## src/rtl/nibble_rx_pkg.sv

```systemverilog
package nibble_rx_pkg;
  localparam int NIB_W   = 4;
  localparam int BYTE_W  = 8;
  localparam int NIB_CNT = BYTE_W / NIB_W;
  localparam int SLOT_W  = (NIB_CNT > 1) ? $clog2(NIB_CNT) : 1;

  typedef enum logic [1:0] {
    ST_IDLE,
    ST_REQ,
    ST_RELEASE,
    ST_HOLD
  } rxState_t;

  // control -> datapath strobes
  typedef struct packed {
    logic              latch;
    logic [SLOT_W-1:0] slot;
  } dpCmd_t;

  // datapath -> control observations
  typedef struct packed {
    logic clkFall;
    logic clkHigh;
  } dpStat_t;
endpackage

```

## src/rtl/nibble_rx_dp.sv

```systemverilog
module nibble_rx_dp
  import nibble_rx_pkg::*;
#(
  parameter int SYNC_STAGES = 2
) (
  input  logic              clk,
  input  logic              rstN,
  input  logic [NIB_W:0]    rawLines,   // [NIB_W] is the peripheral clock
  input  dpCmd_t            cmd,
  output dpStat_t           stat,
  output logic [BYTE_W-1:0] byteData
);
  localparam int CLK_IDX = NIB_W;

  logic [NIB_W:0] synced;
  logic           prevClk;
  logic [BYTE_W-1:0] byteReg;

  // synchronisers: clock line resets high, data lines low
  for (genvar i = 0; i <= NIB_W; i++) begin : g_sync
    localparam logic RST_V = (i == CLK_IDX);
    logic [SYNC_STAGES-1:0] chain;
    always_ff @(posedge clk or negedge rstN) begin
      if (!rstN) chain <= {SYNC_STAGES{RST_V}};
      else       chain <= {chain[SYNC_STAGES-2:0], rawLines[i]};
    end
    assign synced[i] = chain[SYNC_STAGES-1];
  end

  always_ff @(posedge clk or negedge rstN) begin
    if (!rstN) prevClk <= 1'b1;
    else       prevClk <= synced[CLK_IDX];
  end

  assign stat.clkFall = prevClk & ~synced[CLK_IDX];
  assign stat.clkHigh = synced[CLK_IDX];

  // one storage slot per nibble position
  for (genvar s = 0; s < NIB_CNT; s++) begin : g_slot
    always_ff @(posedge clk or negedge rstN) begin
      if (!rstN)
        byteReg[s*NIB_W +: NIB_W] <= '0;
      else if (cmd.latch && cmd.slot == SLOT_W'(s))
        byteReg[s*NIB_W +: NIB_W] <= synced[NIB_W-1:0];
    end
  end

  assign byteData = byteReg;

  // a latch strobe only ever coincides with a synchronised clock fall
  p_latch_on_fall_r3: assert property (@(posedge clk) disable iff (!rstN)
    cmd.latch |-> stat.clkFall);
endmodule

```

## src/rtl/nibble_rx_ctrl.sv

```systemverilog
module nibble_rx_ctrl
  import nibble_rx_pkg::*;
#(
  parameter int TO_W = 16
) (
  input  logic            clk,
  input  logic            rstN,
  input  logic            enable,
  input  logic [TO_W-1:0] timeoutLimit,
  input  logic            byteReady,
  input  dpStat_t         stat,
  output dpCmd_t          cmd,
  output logic            hostBusyN,
  output logic            byteValid,
  output logic            timeoutErr
);
  localparam logic [SLOT_W-1:0] LAST_SLOT = SLOT_W'(NIB_CNT - 1);

  rxState_t          state, stNext;
  logic [SLOT_W-1:0] slot, slotNext;
  logic [TO_W-1:0]   waitCnt;
  logic              errQ, errSet, latch, inWait, expire;

  assign inWait = (state == ST_REQ) || (state == ST_RELEASE);
  assign expire = (waitCnt == timeoutLimit);

  always_comb begin
    stNext   = state;
    slotNext = slot;
    latch    = 1'b0;
    errSet   = 1'b0;
    case (state)
      ST_IDLE: begin
        slotNext = '0;
        if (stat.clkHigh) stNext = ST_REQ;
      end
      ST_REQ: begin
        if (stat.clkFall) begin
          latch  = 1'b1;
          stNext = ST_RELEASE;
        end else if (expire) begin
          errSet = 1'b1;
          stNext = ST_IDLE;
        end
      end
      ST_RELEASE: begin
        if (stat.clkHigh) begin
          if (slot == LAST_SLOT) stNext = ST_HOLD;
          else begin
            slotNext = slot + 1'b1;
            stNext   = ST_REQ;
          end
        end else if (expire) begin
          errSet = 1'b1;
          stNext = ST_IDLE;
        end
      end
      ST_HOLD: begin
        if (byteReady) stNext = ST_IDLE;
      end
      default: stNext = ST_IDLE;
    endcase
    if (!enable) begin
      stNext   = ST_IDLE;
      slotNext = '0;
      latch    = 1'b0;
      errSet   = 1'b0;
    end
  end

  always_ff @(posedge clk or negedge rstN) begin
    if (!rstN) begin
      state   <= ST_IDLE;
      slot    <= '0;
      waitCnt <= '0;
      errQ    <= 1'b0;
    end else begin
      state   <= stNext;
      slot    <= slotNext;
      waitCnt <= (stNext != state || !inWait) ? '0 : waitCnt + 1'b1;
      errQ    <= errSet;
    end
  end

  assign cmd.latch  = latch;
  assign cmd.slot   = slot;
  assign hostBusyN  = (state != ST_REQ);
  assign byteValid  = (state == ST_HOLD);
  assign timeoutErr = errQ;

  p_idle_when_disabled_r6: assert property (@(posedge clk) disable iff (!rstN)
    !enable |=> (hostBusyN && !byteValid));

  p_no_req_while_valid_r7: assert property (@(posedge clk) disable iff (!rstN)
    byteValid |-> hostBusyN);

  p_req_after_release_r4: assert property (@(posedge clk) disable iff (!rstN)
    $fell(hostBusyN) |-> $past(stat.clkHigh));

  p_err_idle_r8: assert property (@(posedge clk) disable iff (!rstN)
    timeoutErr |-> (hostBusyN && !byteValid));

  p_err_single_r8: assert property (@(posedge clk) disable iff (!rstN)
    timeoutErr |=> !timeoutErr);
endmodule

```

## src/rtl/nibble_rx.sv

```systemverilog
module nibble_rx
  import nibble_rx_pkg::*;
#(
  parameter int TO_W        = 16,
  parameter int SYNC_STAGES = 2
) (
  input  logic              clk,
  input  logic              rstN,
  input  logic              enable,
  input  logic [TO_W-1:0]   timeoutLimit,
  input  logic              stDataAvail,
  input  logic              stXflag,
  input  logic              stAckReq,
  input  logic              stBusy,
  input  logic              ptrClkN,
  output logic              hostBusyN,
  output logic              strobeN,
  output logic [BYTE_W-1:0] byteData,
  output logic              byteValid,
  input  logic              byteReady,
  output logic              timeoutErr
);
  dpCmd_t  cmd;
  dpStat_t stat;

  nibble_rx_ctrl #(.TO_W(TO_W)) u_ctrl (
    .clk(clk), .rstN(rstN), .enable(enable), .timeoutLimit(timeoutLimit),
    .byteReady(byteReady), .stat(stat), .cmd(cmd), .hostBusyN(hostBusyN),
    .byteValid(byteValid), .timeoutErr(timeoutErr)
  );

  nibble_rx_dp #(.SYNC_STAGES(SYNC_STAGES)) u_dp (
    .clk(clk), .rstN(rstN),
    .rawLines({ptrClkN, stBusy, stAckReq, stXflag, stDataAvail}),
    .cmd(cmd), .stat(stat), .byteData(byteData)
  );

  // forward strobe is never asserted in this mode
  assign strobeN = 1'b1;

  p_hold_stable_r7: assert property (@(posedge clk) disable iff (!rstN)
    (byteValid && !byteReady && enable) |=> (byteValid && $stable(byteData)));
endmodule

```

## config.mk

```make
export PLATFORM = sky130hd
export DESIGN_NAME = nibble_rx
export DESIGN_NICKNAME = d
export VERILOG_FILES = /design/src/rtl/nibble_rx_pkg.sv /design/src/rtl/nibble_rx_dp.sv /design/src/rtl/nibble_rx_ctrl.sv /design/src/rtl/nibble_rx.sv
export SDC_FILE = /design/constraint.sdc
export NUM_CORES = 1
export LEC_CHECK = 0
export CORE_ASPECT_RATIO = 0.8
export CORE_UTILIZATION = 51
export DETAILED_ROUTE_END_ITERATION = 10
export HOLD_SLACK_MARGIN = 0.06
export PLACE_DENSITY = 0.78
export SLEW_MARGIN = 20
export SYNTH_ARGS = -nofsm -noshare
export SYNTH_HDL_FRONTEND = slang
export SYNTH_SLANG_ARGS = --single-unit
export TNS_END_PERCENT = 5
```

## constraint.sdc

```tcl
create_clock -name clk -period 2.7 [get_ports clk]
set_input_delay 0.405 -clock clk [delete_from_list [all_inputs] [get_ports clk]]
set_output_delay 0.405 -clock clk [all_outputs]
set_load 0.1 [all_outputs]
```

==> metrics.csv, run 1 <==
metric,value,unit
power share of the clock group,0.323,
fmax,0.425,GHz
worst endpoint required time,2.86,ns
Avg WL per Cell,16.2,um
register area share after synthesis,0.498,
antenna violations before repair,0,
Main synth FF type,dfrtp_1,
post-route ant nets,0,
number of global-route vias before repair,1421,
"Slew Viols, Final",0,
first-pass GRT wire length,6820,um
Leakage Power,1.06,nW
post-DP HPWL,3060,um
total CTS buffers,5,
multi-input logic area,927,um^2
total gr overflow,0,
Root Buffer,clkbuf_8,
relative slew slack,0.429,
syn avg cell area,11.4,um^2
FF/Latch Area,980,um^2
Fin Hold WS,0.212,ns
most frequent cell after synthesis,dfrtp_1,
Die Width,71.5,um
First DRT Iteration DRCs,100,
Final Setup Violations,0,
hold-fix buffers at CTS,0,
area grow syn2layout,23.5,%
vias per inst,5.83,
crit path cell chain,inv_1 > ha_1 > and3_4 > a2111oi_4 > or4b_4 > o211ai_4 > nor4_1,
vias,1482,
Setup Crit Path Kind,reg -> reg,
Initial Utilization,0.552,
fill count,270,
1st-pass router iterations,4,
"Slowest-stage cell, CP",or4b_4,
Worst-Margin Slew,0.856,ns
Routed WL,4110,um
Synth top area share,0.458,
# clock sinks,39,
fin crit share,0.872,
"EDFF count, synth",0,
Ys Warns,0,
pwr/cell area,632,mW/mm^2
H-tree depth,2,
Startpoint Class,flop,
"flops & latches, synth",39,
# resized after CTS,0,
post-synth cell types,36,
fin nets,241,
Syn Inst Count,173,
syn_nets,203,
GRT Resource Usage Total,0.227,
CTS tree,built,
Area contributors post-synth,"dfrtp_1, xor2_1, nor4_1",
num rows,19,
post-CTS setup buffers,0,
die area,0.00411,mm^2
Max stage delay on crit path,0.53,ns
ys async rst share,1.00,
peak supply drop,427,uV
RePlAce Congestion,0.844,
Pint,1.01,mW
Synth Cell Area,0.00197,mm^2
largest net degree at the start of global routing,40,
post-route DRC violation count,0,
final hold vios,0,
peak fanout along the critical path,16,
final core utilization,0.682,
IO buf count,35,
Seq pwr share,0.419,
hold crit path type,in -> async,
maximum clock insertion buffer count,2,
die span in y,57.6,um
diode count,0,
Critical Path AT,2.51,ns
Net Sw Frac,0.342,
Layout Skew,0.00412,ns
max-cap violations,0,
Tmin final,2.35,ns
Core Footprint,0.00357,mm^2
layout cells sized above 1,0.184,
crit end category,flop,
pre-CTS setup slack,0.184,ns
top cell type by total area after synthesis,dfrtp_1,
RSZ-0062 raised after global routing,no,
minimum setup slack in the final design,0.346,ns
Synth top cells by count,"dfrtp_1, xor2_1, nor4_1",
status,completed,
Comb power frac,0.258,
clk slew on worst S/H paths,0.08,ns
worst skew pair latency,0.30,ns
Switch Pwr,0.525,mW
IO Count,37,
Setup TNS,0,ns
==> power by group through the flow <==
stage / registers (mW) / logic [mW] / clock network (mW)
floorplan: 0.810 / 0.123 / 0
global placement: 0.653 / 0.389 / 0
detailed placement: 0.656 / 0.397 / 0
global route: 0.650 / 0.415 / 0.535
CTS: 0.645 / 0.397 / 0.508
finish: 0.644 / 0.397 / 0.496
==> final timing paths <==
check	depth (start not counted)	slack [ns]	start	to
setup / recovery	7	0.35	u_ctrl.state[0]	u_ctrl.waitCnt[3]
hold / removal	1	0.21	rstN	u_ctrl.waitCnt[11]
setup reg to reg	7	0.35	u_ctrl.state[0]	u_ctrl.waitCnt[3]
hold reg to reg	0	0.36	u_dp.g_sync[2].chain[0]	u_dp.g_sync[2].chain[1]
max in group asynchronous	1	1.95	rstN	u_ctrl.state[0]
min in group clk	0	0.36	u_dp.g_sync[2].chain[0]	u_dp.g_sync[2].chain[1]
==> area by class of cell <==
cell class                      count  share of cell area
Clock buffer                        5              0.0283
Clock inverter                      3              0.0196
Inverter                            6             0.00926
Multi-Input combinational cell    122               0.381
Sequential cell                    39               0.403
Tap cell                           42              0.0216
Timing Repair Buffer               37               0.137
==> cell families after synthesis <==
| kind of cell | Yosys count | synth area share |
|---|---|---|
| simple gates | 59 | 0.181 |
| flops | 39 | 0.498 |
| buf+inv | 12 | 0.0311 |
| compound gates | 19 | 0.0769 |
| mux | 8 | 0.0458 |
| other cells | 1 | 0.00191 |
| fa+ha+maj | 5 | 0.0318 |
| xor+xnor | 30 | 0.134 |
==> metal layers <==
metal,wire (um),global-route usage
met2,1880,0.331
met1,1940,0.326
met3,215,0.0530
met5,0,0
met4,78,0.101
==> critical path, delay by kind of cell, from the launching register on <==
family / cells / cell delay, ns
compound gates: 2 / 0.60
fa+ha+maj: 1 / 0.27
buf+inv: 1 / 0.10
flops: 1 / 0.41
simple gates: 3 / 0.84
==> state kept, by name, indices dropped and copies added (netlist names) <==
register and cells:
u_dp.byteData 8, u_ctrl.state 2, u_dp.g_sync.chain 10, u_ctrl.timeoutErr 1, u_ctrl.slot 1, u_ctrl.waitCnt 16
u_dp.prevClk 1
==> stage by stage <==
step / area, um^2 / instances / power (mW)
global placement: 2310 / 246 / 1.04
floorplan: 1970 / 173 / 0.933
CTS: 2430 / 254 / 1.55
global route: 2430 / 254 / 1.60
finish: 2430 / 254 / 1.54
detailed placement: 2310 / 246 / 1.05
==> layout by cell type (no fill, tap or decap), types with 2 or more instances in the layout <==
cell,Yosys,layout
dfrtp_1,36,36
xor2_1,27,27
clkdlybuf4s50_1,0,23
nor4_1,21,21
buf_4,1,13
mux2_2,8,8
nand4_1,7,7
a21oi_1,7,7
inv_1,6,6
nand2_1,6,6
nand3_1,6,6
o21ai_0,5,5
ha_1,5,5
clkbuf_8,0,5
nor2_1,4,4
xnor2_1,3,3
dfstp_2,3,3
nand2b_1,2,2
a211oi_1,2,2
and2_1,2,2
and4_1,2,2
and3_1,2,2
Note: power is estimated with default switching activity, not from simulation.
==> run 2, diff against run 1 <==
--- a/config.mk
+++ b/config.mk
@@ -5,11 +5,13 @@
 export SDC_FILE = /design/constraint.sdc
 export NUM_CORES = 1
 export LEC_CHECK = 0
+export ABC_AREA = 1
 export CORE_ASPECT_RATIO = 0.8
-export CORE_UTILIZATION = 51
+export CORE_UTILIZATION = 53
+export CTS_CLUSTER_SIZE = 8
 export DETAILED_ROUTE_END_ITERATION = 10
 export HOLD_SLACK_MARGIN = 0.06
-export PLACE_DENSITY = 0.78
+export PLACE_DENSITY = 0.8
 export SLEW_MARGIN = 20
 export SYNTH_ARGS = -nofsm -noshare
 export SYNTH_HDL_FRONTEND = slang
==> run 2 against run 1 <==
- sequential power grew 11%
- count of clock-buffer cells in the layout unchanged
- die area is 4.8% higher
- final cell count rose by 42%
- first-iteration DRC count rose by 32%
- maximum frequency is 13% higher
- non-clock buffer count decreased by 2
- combinational power rose to 2.6 times the previous value
- via count increased by 15%
- clock skew barely moved
- sequential cell count did not move
- wire length decreased by 1.5%
- highest routed layer unchanged
==> metrics.csv, run 2 <==
metric,value,unit
Initial Utilization,0.561,
Startpoint Class,primary input,
register area share after synthesis,0.456,
# resized after CTS,0,
area grow syn2layout,21.4,%
"commonest non-fill, non-tap cell in the layout",nand2_1,
Avg WL per Cell,11.3,um
vias per inst,4.73,
Max stage delay on crit path,0.47,ns
status,completed,
WP buf/inv,2,
Routed WL,4050,um
fin crit share,0.769,
max-cap violations,0,
maximum clock insertion buffer count,2,
fin nets,335,
syn_nets,296,
Switch Pwr,1.04,mW
# clock sinks,39,
cell count along the critical path,15,
Reg with most FFs,u_ctrl.waitCnt,
fmax,0.482,GHz
Root Buffer,clkbuf_8,
cell area after layout,0.00261,mm^2
post-CTS setup buffers,0,
Die Width,73.2,um
CP endpoint,u_ctrl.waitCnt[3],
Main synth FF type,dfrtp_1,
pwr/cell area,849,mW/mm^2
post-route DRC violation count,0,
peak fanout along the critical path,16,
placed cell areas,0.00250,mm^2
RR Endpoint,u_ctrl.waitCnt[14],
max reg flops,16,
post-synth cell types,28,
"Slew Viols, Final",0,
post-DP HPWL,2980,um
fill count,316,
IO buf count,35,
final hold vios,0,
Worst-Margin Slew,0.814,ns
die area,0.00431,mm^2
crit end category,flop,
ys async rst share,1.00,
num rows,20,
Core Footprint,0.00383,mm^2
hold-fix buffers at CTS,0,
total gr overflow,0,
antenna violations before repair,0,
relative slew slack,0.457,
Setup TNS,0,ns
Seq pwr share,0.323,
total CTS buffers,5,
1st-pass router iterations,4,
worst skew pair latency,0.29,ns
critical path's most frequent cell,nand2_1,
worst endpoint required time,2.88,ns
final core utilization,0.681,
Synth top cells by count,"nand2_1, inv_1, dfrtp_1",
peak supply drop,683,uV
first-pass GRT wire length,6870,um
worst reg-to-reg setup slack,0.65,ns
Syn Inst Count,266,
Critical Path AT,2.26,ns
diode count,0,
Net Sw Frac,0.472,
GRT Resource Usage Total,0.216,
crit path cell chain,clkdlybuf4s50_1 > inv_1 > nand2_1 > nand2_1 > nor2_1 > nand2_1 > nor2_2 > nand2_2 > nand2_1 > nand2_1 > nand2_1 > nand2_1 > nand3_2 > nand3_4 > nor3_1,
crit path launch,timeoutLimit[2],
Leakage Power,1.25,nW
vias,1701,
RePlAce Congestion,0.928,
reg2reg path depth,10,
post-route ant nets,0,
Tmin final,2.08,ns
IO Count,37,
Synth top area share,0.420,
Comb power frac,0.466,
RSZ-0062 raised after global routing,no,
Synth Cell Area,0.00215,mm^2
syn avg cell area,8.07,um^2
"Slowest-stage cell, CP",clkdlybuf4s50_1,
Pint,1.17,mW
First DRT Iteration DRCs,132,
top cell type by total area after synthesis,dfrtp_1,
H-tree depth,2,
Setup Crit Path Kind,in -> reg,
"flops & latches, synth",39,
hold crit path type,in -> async,
Final Setup Violations,0,
layout cells sized above 1,0.170,
Area contributors post-synth,"dfrtp_1, nand2_1, inv_1",
most frequent cell after synthesis,nand2_1,
most frequent cells in the layout,"nand2_1, inv_1, dfrtp_1",
largest net degree at the start of global routing,40,
CTS tree,built,
clk slew on worst S/H paths,0.07,ns
largest delay contributor family on the critical path,simple AND/OR/NAND/NOR gates,
die span in y,58.9,um
Worst R2R Start,u_ctrl.waitCnt[0],
"EDFF count, synth",0,
number of global-route vias before repair,1568,
Ys Warns,0,
Layout Skew,0.00441,ns
power share of the clock group,0.210,
run 2: cells by family (layout without fill, tap and decap cells):
family / after synthesis / count (layout) / synth area share
XOR/XNOR: 14 / 14 / 0.0571
adder cells (fa/ha/maj): 5 / 5 / 0.0291
buffers and inverters: 50 / 89 / 0.0979
flip-flops: 39 / 39 / 0.456
other: 1 / 1 / 0.00175
AO/OA/AOI/OAI: 16 / 16 / 0.0396
AND/OR/NAND/NOR: 141 / 141 / 0.318
run 2: worst min path at each step:
stage | from | end | slack (ns) | cells past startpoint
2_1_floorplan | rstN | u_ctrl.slot | 0.11 | 0
3_3_place_gp | u_dp.g_sync[2].chain[0] | u_dp.g_sync[2].chain[1] | 0.33 | 0
3_5_place_dp | u_dp.g_sync[3].chain[0] | u_dp.g_sync[3].chain[1] | 0.34 | 0
4_1_cts | rstN | u_dp.g_sync[2].chain[1] | 0.23 | 1
5_1_grt | rstN | u_dp.g_sync[2].chain[1] | 0.27 | 1
6_report | rstN | u_dp.byteData[4] | 0.20 | 1
run 2: final cells by class:
| class | count | area (um^2) | area share |
|---|---|---|---|
| timing repair buffer | 35 | 318 | 0.122 |
| clock inverter | 2 | 37.5 | 0.0144 |
| clock buffer | 5 | 68.8 | 0.0264 |
| sequential | 39 | 980 | 0.376 |
| multi-input combinational | 177 | 957 | 0.367 |
| inverter | 47 | 176 | 0.0677 |
| tap | 55 | 68.8 | 0.0264 |
run 2: per-stage QoR:
stage	hold WS, ns	power, mW	cells	setup WS [ns]
floorplan	0.109	1.59	266	0.321
global placement	0.332	1.74	353	0.441
detailed placement	0.337	1.75	353	0.390
CTS	0.229	2.22	360	0.625
global route	0.268	2.33	360	0.414
finish	0.202	2.21	360	0.624
run 2: worst register-to-register path: stages (launching register included):
cell     delay [ns]
dfrtp_1        0.43
ha_1           0.22
nand3_1        0.13
nor2_1         0.13
nand2_1        0.10
nor2_1         0.14
nand4_1        0.14
nor2_1         0.18
nand4_1        0.12
xor2_1         0.18
nor3_2         0.19
run 2: power by group through the flow:
stage | clock network, mW | logic, mW | registers [mW]
after floorplan | 0 | 0.619 | 0.966
after global placement | 0 | 1.02 | 0.725
after detailed placement | 0 | 1.03 | 0.722
after CTS | 0.475 | 1.03 | 0.714
after global routing | 0.501 | 1.11 | 0.724
final | 0.465 | 1.03 | 0.716
run 2: routing by layer:
layer,vias to the layer above,track usage,part of all wire
li1,890,-,-
met1,767,0.306,0.51
met2,35,0.323,0.43
met3,9,0.0479,0.048
met4,0,0.0896,0.017
met5,-,0,0
